**config.mk**
```make
export PLATFORM = sky130hd
export DESIGN_NAME = pwr_mode_reg
export DESIGN_NICKNAME = d
export VERILOG_FILES = /design/src/rtl/pwr_mode_pkg.sv /design/src/rtl/pwr_mode_decode.sv /design/src/rtl/pwr_mode_pg_edge.sv /design/src/rtl/pwr_mode_regs.sv /design/src/rtl/pwr_mode_outs.sv /design/src/rtl/pwr_mode_reg.sv
export SDC_FILE = /design/constraint.sdc
export NUM_CORES = 1
export LEC_CHECK = 0
export ABC_AREA = 0
export ABC_CLOCK_PERIOD_IN_PS = 1800
export BUFFER_PORTS_ARGS = -buffer_cell sky130_fd_sc_hd__buf_2
export CORE_AREA = 2 2 39 41
export CTS_CLUSTER_DIAMETER = 150
export DETAILED_ROUTE_END_ITERATION = 8
export DIE_AREA = 0 0 41 43
export GPL_ROUTABILITY_DRIVEN = 0
export PLACE_DENSITY = 0.8
export SETUP_SLACK_MARGIN = 0.2
export SLEW_MARGIN = 10
export SYNTH_ARGS = -nofsm -noshare
export SYNTH_HDL_FRONTEND = slang
export SYNTH_SLANG_ARGS = --single-unit
```
**constraint.sdc**
```tcl
create_clock -name clk_i -period 1.8 [get_ports clk_i]
set_input_delay 0.09 -clock clk_i [delete_from_list [all_inputs] [get_ports clk_i]]
set_output_delay 0.09 -clock clk_i [all_outputs]
set_load 0.01 [all_outputs]
```
**src/rtl/pwr_mode_pkg.sv**
```systemverilog
package pwr_mode_pkg;
  localparam int unsigned DATA_W = 8;

  // field positions are software-visible
  localparam int unsigned BIT_IDL = 0;
  localparam int unsigned BIT_PD  = 1;
  localparam int unsigned BIT_GF0 = 2;
  localparam int unsigned BIT_GF1 = 3;
  localparam int unsigned BIT_POF = 4;
  localparam int unsigned BIT_RSV = 5;
  localparam int unsigned BIT_SEL = 6;
  localparam int unsigned BIT_BDX = 7;

  typedef struct packed {
    logic bdx;
    logic sel;
    logic rsv;
    logic pof;
    logic gf1;
    logic gf0;
    logic pd;
    logic idl;
  } pmr_t;
endpackage

```
**src/rtl/pwr_mode_decode.sv**
```systemverilog
module pwr_mode_decode #(
  parameter int unsigned ADDR_W   = 8,
  parameter logic [ADDR_W-1:0] REG_ADDR = ADDR_W'(8'h87)
) (
  input  logic [ADDR_W-1:0] addr_i,
  input  logic              wr_i,
  input  logic              rd_i,
  output logic              wr_hit_o,
  output logic              rd_hit_o
);
  logic match;
  assign match    = (addr_i == REG_ADDR);
  assign wr_hit_o = wr_i & match;
  assign rd_hit_o = rd_i & match;
endmodule

```
**src/rtl/pwr_mode_pg_edge.sv**
```systemverilog
module pwr_mode_pg_edge #(
  parameter int unsigned SYNC_N = 2
) (
  input  logic clk_i,
  input  logic pg_i,
  output logic rise_o
);
  localparam int unsigned LAST = SYNC_N - 1;

  // no reset: must see supply rise even across a reset
  logic [SYNC_N-1:0] sync_q;
  logic              prev_q;

  always_ff @(posedge clk_i) sync_q[0] <= pg_i;

  for (genvar g = 1; g < SYNC_N; g++) begin : g_sync
    always_ff @(posedge clk_i) sync_q[g] <= sync_q[g-1];
  end

  always_ff @(posedge clk_i) prev_q <= sync_q[LAST];

  assign rise_o = sync_q[LAST] & ~prev_q;
endmodule

```
**src/rtl/pwr_mode_regs.sv**
```systemverilog
module pwr_mode_regs
  import pwr_mode_pkg::*;
(
  input  logic clk_i,
  input  logic rst_ni,
  input  logic wr_hit_i,
  input  pmr_t wdata_i,
  input  logic irq_i,
  input  logic pg_rise_i,
  output pmr_t q_o
);
  logic bdx_q, sel_q, gf1_q, gf0_q, pd_q, idl_q, pof_q;

  always_ff @(posedge clk_i or negedge rst_ni) begin
    if (!rst_ni) begin
      bdx_q <= 1'b0;
      sel_q <= 1'b0;
      gf1_q <= 1'b0;
      gf0_q <= 1'b0;
    end else if (wr_hit_i) begin
      bdx_q <= wdata_i.bdx;
      sel_q <= wdata_i.sel;
      gf1_q <= wdata_i.gf1;
      gf0_q <= wdata_i.gf0;
    end
  end

  // interrupt clear beats a software set
  always_ff @(posedge clk_i or negedge rst_ni) begin
    if (!rst_ni) begin
      pd_q  <= 1'b0;
      idl_q <= 1'b0;
    end else if (irq_i) begin
      pd_q  <= 1'b0;
      idl_q <= 1'b0;
    end else if (wr_hit_i) begin
      pd_q  <= wdata_i.pd;
      idl_q <= wdata_i.idl;
    end
  end

  // survives reset; hardware set beats software write
  always_ff @(posedge clk_i) begin
    if (pg_rise_i)     pof_q <= 1'b1;
    else if (wr_hit_i) pof_q <= wdata_i.pof;
  end

  always_comb begin
    q_o     = '0;
    q_o.bdx = bdx_q;
    q_o.sel = sel_q;
    q_o.pof = pof_q;
    q_o.gf1 = gf1_q;
    q_o.gf0 = gf0_q;
    q_o.pd  = pd_q;
    q_o.idl = idl_q;
  end
endmodule

```
**src/rtl/pwr_mode_outs.sv**
```systemverilog
module pwr_mode_outs
  import pwr_mode_pkg::*;
(
  input  pmr_t q_i,
  output logic idle_o,
  output logic pdown_o,
  output logic baud_x2_o,
  output logic fe_sel_o
);
  assign pdown_o   = q_i.pd;
  assign idle_o    = q_i.idl & ~q_i.pd;
  assign baud_x2_o = q_i.bdx;
  assign fe_sel_o  = q_i.sel;
endmodule

```
**src/rtl/pwr_mode_reg.sv**
```systemverilog
module pwr_mode_reg
  import pwr_mode_pkg::*;
#(
  parameter int unsigned ADDR_W   = 8,
  parameter logic [ADDR_W-1:0] REG_ADDR = ADDR_W'(8'h87),
  parameter int unsigned SYNC_N   = 2
) (
  input  logic              clk_i,
  input  logic              rst_ni,
  input  logic [ADDR_W-1:0] sfr_addr_i,
  input  logic              sfr_wr_i,
  input  logic              sfr_rd_i,
  input  logic [7:0]        sfr_wdata_i,
  output logic [7:0]        sfr_rdata_o,
  input  logic              irq_i,
  input  logic              power_good_i,
  output logic              idle_o,
  output logic              pdown_o,
  output logic              baud_x2_o,
  output logic              scon7_fe_sel_o
);
  logic wr_hit, rd_hit, pg_rise;
  pmr_t q;

  pwr_mode_decode #(.ADDR_W(ADDR_W), .REG_ADDR(REG_ADDR)) u_dec (
    .addr_i   (sfr_addr_i),
    .wr_i     (sfr_wr_i),
    .rd_i     (sfr_rd_i),
    .wr_hit_o (wr_hit),
    .rd_hit_o (rd_hit)
  );

  pwr_mode_pg_edge #(.SYNC_N(SYNC_N)) u_pg (
    .clk_i  (clk_i),
    .pg_i   (power_good_i),
    .rise_o (pg_rise)
  );

  pwr_mode_regs u_regs (
    .clk_i     (clk_i),
    .rst_ni    (rst_ni),
    .wr_hit_i  (wr_hit),
    .wdata_i   (pmr_t'(sfr_wdata_i)),
    .irq_i     (irq_i),
    .pg_rise_i (pg_rise),
    .q_o       (q)
  );

  pwr_mode_outs u_outs (
    .q_i       (q),
    .idle_o    (idle_o),
    .pdown_o   (pdown_o),
    .baud_x2_o (baud_x2_o),
    .fe_sel_o  (scon7_fe_sel_o)
  );

  assign sfr_rdata_o = rd_hit ? 8'(q) : 8'h00;
endmodule

```
==> impl_metrics.csv, run 1 <==
group,metric,value,unit
finish,regArea,230,sq um
clock_network,cts_num_sinks,10,
grt,antenna_found_initial,0,
timing,slew_violations,0,
clock_network,insertion_delay,0.25,ns
finish,num_antenna_cells,0,
critical_path,cp.arrival,1.34,ns
timing,final.period_utilization,79.2,%
logic_synthesis,synth.most_common_cell,"and2_1",
die,ios,34,
critical_path,worstSetupPathType,"in2out",
placement,pre_cts_slack,0.185,ns
timing,rsz0062_at_grt,"no",
grt,grt_pass1_wl,1.43,mm
timing,fin_ws,0.374,ns
min_path,min_path_cells,2,
routing,final_antenna_net_count,0,
power_and_ir_drop,leakage,0.380,nW
routing,viasPerCell,4.34,
logic_synthesis,synth_top_area_share,32.9,%
timing,whs,0.0547,ns
logic_synthesis,synth_common_cells,"and2_1, dfrtp_1, dfxtp_1, mux2_2, nand2b_1",
logic_synthesis,ys.flop_type,"dfrtp_1",
logic_synthesis,synth_top_area_cell,"dfrtp_1",
clock_network,cts_tree,"built",
power_and_ir_drop,total_power,436,uW
finish,drive_gt1_share,53.8,%
power_and_ir_drop,combPwrFrac,10.1,%
clock_network,ctsLongestPathBuffers,2,
power_and_ir_drop,switching_share,21.0,%
job,drv_cap,0,
logic_synthesis,synth_cell_types,15,
die,std_cell_rows,14,
routing,num_vias,408,
logic_synthesis,synth_edf_count,0,
clock_network,numCtsBuffers,3,
timing,fin_setup_tns,0,ns
min_path,hp-class,"in2reg",
critical_path,cp-end-kind,"output port",
die,start_util,33.0,%
logic_synthesis,synth_cells,40,
critical_path,crit_path_max_fanout,7,
critical_path,ff2ff_path_depth,1,
logic_synthesis,synth.avg_cell_area,11.4,sq um
timing,finalSetupViolCount,0,
routing,drt-initial-drc-count,1,
die,chipHeight,43,microns
routing,routed_wirelength,1.01,mm
routing,remaining_drc_errors,0,
clock_network,cts_root_buf,"clkbuf_4",
clock_network,h-tree-depth,1,
logic_synthesis,async_reset_ff_share,60.0,%
timing,max_freq,0.701,GHz
timing,hold_viol,0,
logic_synthesis,synth_warnings,0,
power_and_ir_drop,power.clock.fraction,36.0,%
finish,area_growth,50.1,%
power_and_ir_drop,power_switching,91.4,uW
timing,fin_crit,1.43,ns
logic_synthesis,synth-seq-cells,10,
logic_synthesis,synth_area_leaders,"dfrtp_1, dfxtp_1, mux2_2",
logic_synthesis,synth_area,457,sq um
die,die_area,1760,sq um
finish,multi_input_area,211,sq um
placement,port_buffers,31,
logic_synthesis,ys_seq_area_share,50.4,%
power_and_ir_drop,p_per_area,635,nW/um^2
clock_network,cts_setup_buffers,0,
critical_path,cp.required,1.71,ns
timing,worst_clock_skew,0.0000487,ns
die,core,1380,sq um
grt,track_usage,12.6,%
power_and_ir_drop,pwr-share-seq,53.8,%
finish,nFillCells,133,
power_and_ir_drop,internal-power,344,uW
finish,fin_area,686,sq um
critical_path,critPathLaunchType,"input port",
power_and_ir_drop,ir_worst_vdd,0.384,mV
grt,grt-ovfl-total,0,
run_status,status,"complete, no violations",
grt,first_global_vias,381,
logic_synthesis,synthesis.nets,62,
clock_network,clkTransAtPathRegs,0.07,ns
die,die_w,41,microns
placement,place_area,639,sq um
grt,grt_max_degree,8,
routing,post_drt_wl_per_cell,10.7,microns
finish,nNetsFinal,101,
routing,first_pass_iters,3,
==> power by group through the flow <==
stage	Sequential (mW)	Clock [mW]	Combinational, mW
finish	0.235	0.157	0.0441
global route	0.235	0.174	0.0490
CTS	0.235	0.169	0.0449
detailed placement	0.239	0	0.0416
global placement	0.239	0	0.0399
floorplan	0.239	0	0.0151
==> cell families (layout without fill, tap and decap cells) <==
| logic type | after synthesis | after routing | share of synthesized area [%] |
|---|---|---|---|
| and+or+nand+nor | 19 | 19 | 29.0 |
| DFF | 10 | 10 | 50.4 |
| buffers and inverters | 3 | 41 | 3.29 |
| muxes | 7 | 7 | 16.4 |
| other | 1 | 1 | 0.821 |
==> timing repair <==
action / CTS / global route
endpoints found under the hold margin: 7 / 0
hold buffers: 2 / 0
endpoints found under the setup margin: 0 / 0
gates resized for setup: 0 / 0
==> area by class of cell <==
cell class	count	area share, %
Timing Repair Buffer	35	27.7
Multi-Input combinational cell	27	30.8
Tap cell	16	2.92
Sequential cell	10	33.6
Clock buffer	4	3.83
Inverter	2	1.09
==> routing by layer <==
metal	GRT usage (%)	up-vias	part of all wire, %
met3	2.09	4	3.4
li1	-	207	-
met5	0	-	0
met2	19.4	12	56
met1	12.4	185	38
met4	14.0	0	2.9
==> state kept, by name (all words and copies together), names as in the netlist <==
register,count
u_regs.idl_q,1
u_regs.sel_q,1
u_regs.gf0_q,1
u_regs.gf1_q,1
u_regs.pof_q,1
u_pg.prev_q,1
u_regs.pd_q,1
u_regs.bdx_q,1
u_pg.sync_q,2
==> cell usage in the layout (no fill, tap or decap), drive strengths merged <==
master	synthesis	layout
nand4b	1	1
conb	1	1
buf	1	33
nor3	2	2
mux2i	3	3
nor2	2	2
mux2	4	4
nand2b	4	4
inv	2	2
dlygate4sd3	0	2
nor2b	2	2
and2	7	7
dfxtp	4	4
dfrtp	6	6
clkbuf	0	4
or4b	1	1
==> path summary, 6_finish.rpt <==
check,start,end,slack (ns)
worst min-delay path,sfr_wdata_i[3],u_regs.gf1_q$_DFFE_PN0P_,0.05
worst min register to register,u_pg.sync_q[0]$_DFF_P_,u_pg.sync_q[1]$_DFF_P_,0.33
worst max register to register,u_regs.bdx_q$_DFFE_PN0P_,u_regs.bdx_q$_DFFE_PN0P_,1.04
min in group asynchronous,rst_ni,u_regs.idl_q$_DFFE_PN0P_,0.18
worst max-delay path,sfr_addr_i[6],sfr_rdata_o[2],0.37
max in group asynchronous,rst_ni,u_regs.gf0_q$_DFFE_PN0P_,1.47
==> critical path: stages <==
cell    delay (ns)
buf_2         0.09
or4b_4        0.56
nor3_1        0.19
buf_4         0.17
and2_1        0.12
buf_2         0.12
==> metrics by stage <==
stage | utilization, % | instances
4_1_cts | 49.5 | 94
6_report | 49.5 | 94
3_5_place_dp | 46.2 | 88
2_1_floorplan | - | 40
3_3_place_gp | 46.2 | 88
5_1_grt | 49.5 | 94
No activity file was read; power rests on OpenSTA's default activity.
==> inputs of run 2 (changes only) <==
--- a/config.mk
+++ b/config.mk
@@ -6,14 +6,14 @@
 export NUM_CORES = 1
 export LEC_CHECK = 0
 export ABC_AREA = 0
-export ABC_CLOCK_PERIOD_IN_PS = 1800
+export ABC_CLOCK_PERIOD_IN_PS = 1200
 export BUFFER_PORTS_ARGS = -buffer_cell sky130_fd_sc_hd__buf_2
-export CORE_AREA = 2 2 39 41
+export CORE_AREA = 2 2 41 43
 export CTS_CLUSTER_DIAMETER = 150
 export DETAILED_ROUTE_END_ITERATION = 8
-export DIE_AREA = 0 0 41 43
+export DIE_AREA = 0 0 43 45
 export GPL_ROUTABILITY_DRIVEN = 0
-export PLACE_DENSITY = 0.8
+export PLACE_DENSITY = 0.77
 export SETUP_SLACK_MARGIN = 0.2
 export SLEW_MARGIN = 10
 export SYNTH_ARGS = -nofsm -noshare
==> constraint.sdc (replaced) <==
create_clock -name clk_i -period 1.2 [get_ports clk_i]
set_input_delay 0.06 -clock clk_i [delete_from_list [all_inputs] [get_ports clk_i]]
set_output_delay 0.06 -clock clk_i [all_outputs]
set_load 0.01 [all_outputs]
==> run 2 against run 1 <==
  * The run now ends with setup timing left
  * Via count grew 3.7%
  * Sequential share of layout area shrank 4.7 points
  * Register-to-register slack lost 0.62 ns
  * Largest cell class is now non-clock buffers
==> impl_metrics.csv, run 2 (synthesis gave the netlist of run 1 again) <==
group,metric,value,unit
finish,fin_area,797,sq um
critical_path,critPathLaunchType,"input port",
power_and_ir_drop,p_per_area,828,nW/um^2
die,core,1470,sq um
routing,first_pass_iters,2,
timing,rsz0062_at_grt,"yes",
die,std_cell_rows,14,
critical_path,cp.arrival,1.27,ns
clock_network,h-tree-depth,1,
clock_network,ctsLongestPathBuffers,2,
routing,viasPerCell,4.41,
finish,num_antenna_cells,0,
timing,final.period_utilization,111,%
job,drv_cap,0,
routing,final_antenna_net_count,0,
finish,area_growth,74.5,%
timing,finalSetupViolCount,7,
finish,drive_gt1_share,63.7,%
placement,place_inst,89,
clock_network,cts_tree,"built",
placement,port_buffers,31,
critical_path,worstReg2RegEnd,"u_regs.sel_q$_DFFE_PN0P_",
placement,pre_cts_slack,-0.324,ns
timing,hold_viol,0,
clock_network,clkTransAtPathRegs,0.07,ns
die,start_util,31.0,%
die,die_area,1940,sq um
die,ios,34,
die,die_w,43,microns
finish,regMostFlops,"u_pg.sync_q",
timing,fin_ws,-0.130,ns
critical_path,r2r_slack,0.42,ns
grt,grt_max_degree,8,
grt,track_usage,11.0,%
critical_path,r2r-start,"u_regs.sel_q$_DFFE_PN0P_",
routing,routed_wirelength,983,microns
critical_path,cp-end-kind,"output port",
finish,layout.cells.non_filler,96,
min_path,hp-class,"in2reg",
timing,fin_crit,1.33,ns
routing,drt-initial-drc-count,5,
timing,worst_clock_skew,0.0000393,ns
run_status,status,"finished, violations left",
routing,remaining_drc_errors,0,
critical_path,crit_path_max_fanout,7,
min_path,hp-start,"sfr_wdata_i[7]",
power_and_ir_drop,ir_worst_vdd,0.527,mV
critical_path,critPathCapture,"sfr_rdata_o[3]",
clock_network,cts_num_sinks,10,
critical_path,cp.required,1.14,ns
grt,first_global_vias,386,
critical_path,crit_path_start,"sfr_addr_i[5]",
clock_network,cts_root_buf,"clkbuf_4",
routing,num_vias,423,
die,chipHeight,45,microns
critical_path,ff2ff_path_depth,1,
finish,nNetsFinal,103,
timing,slew_violations,0,
power_and_ir_drop,total_power,660,uW
grt,grt_pass1_wl,1.56,mm
placement,place_area,647,sq um
grt,grt-ovfl-total,0,
clock_network,numCtsBuffers,3,
critical_path,worstSetupPathType,"in2out",
routing,post_drt_wl_per_cell,10.2,microns
finish,final_common_cell,"buf_2",
power_and_ir_drop,leakage,0.414,nW
grt,antenna_found_initial,0,
finish,layout_common_cells,"buf_2, buf_6, and2_4, dfrtp_1",
run_status,violations,"setup timing",
timing,max_freq,0.752,GHz
clock_network,insertion_delay,0.25,ns
finish,largest_reg_flops,2,
run 2: changes by cell type in the layout (fill, tap and decap cells not counted), sizes merged:
cell,change
buf,+2
run 2: how the worst min path moves through the flow:
stage / to / cells after the start / slack (ns)
after detailed placement: u_regs.pd_q$_DFFE_PN0P_ / 1 / -0.11
after floorplan: u_regs.bdx_q$_DFFE_PN0P_ / 0 / -0.24
final: u_regs.bdx_q$_DFFE_PN0P_ / 2 / 0.03
after CTS: u_regs.bdx_q$_DFFE_PN0P_ / 2 / 0.02
after global routing: u_regs.sel_q$_DFFE_PN0P_ / 2 / 0.03
after global placement: u_regs.idl_q$_DFFE_PN0P_ / 1 / -0.11
run 2: area by class of cell:
| cell class | count | area, sq um |
|---|---|---|
| fill | 138 | 674 |
| inverter | 2 | 7.51 |
| sequential | 10 | 230 |
| clock buffer | 4 | 26.3 |
| tap | 16 | 20.0 |
| multi-input combinational | 27 | 246 |
| timing repair buffer | 37 | 267 |
run 2: timing repair:
action,in CTS,in global routing
pin swaps,10,4
endpoints found under the hold margin,7,0
hold buffers,2,0
setup buffers,0,1
gates resized for setup,10,12
endpoints found under the setup margin,14,15
run 2: per-layer routing:
| layer | up-vias | GRT usage (%) | wire (microns) |
|---|---|---|---|
| li1 | 211 | - | - |
| met1 | 200 | 13.1 | 424 |
| met2 | 12 | 17.9 | 502 |
| met3 | 0 | 5.20 | 56 |
| met4 | 0 | 3.64 | 0 |
| met5 | - | 0 | 0 |
run 2: power breakdown:
group / switching (mW) / leakage (nW) / total [mW] / internal [mW]
combinational: 0.0257 / 0.283 / 0.0751 / 0.0494
sequential: 0.00530 / 0.117 / 0.352 / 0.347
clock: 0.105 / 0.0150 / 0.233 / 0.128
total: 0.136 / 0.414 / 0.660 / 0.524
run 2: worst max-delay path: stages:
cell and delay [ns]:
buf_6 0.09, or4b_4 0.55, nor3_2 0.16, buf_4 0.17
and2_1 0.12, buf_2 0.12
run 2: through the flow:
stage / hold WS (ns) / setup TNS (ns) / util [%]
2_1_floorplan: -0.236 / -1.11 / -
4_1_cts: 0.0203 / -1.07 / 50.0
3_3_place_gp: -0.113 / -2.63 / 44.0
5_1_grt: 0.0260 / -1.20 / 54.2
6_report: 0.0285 / -0.889 / 54.2
3_5_place_dp: -0.107 / -2.91 / 44.0
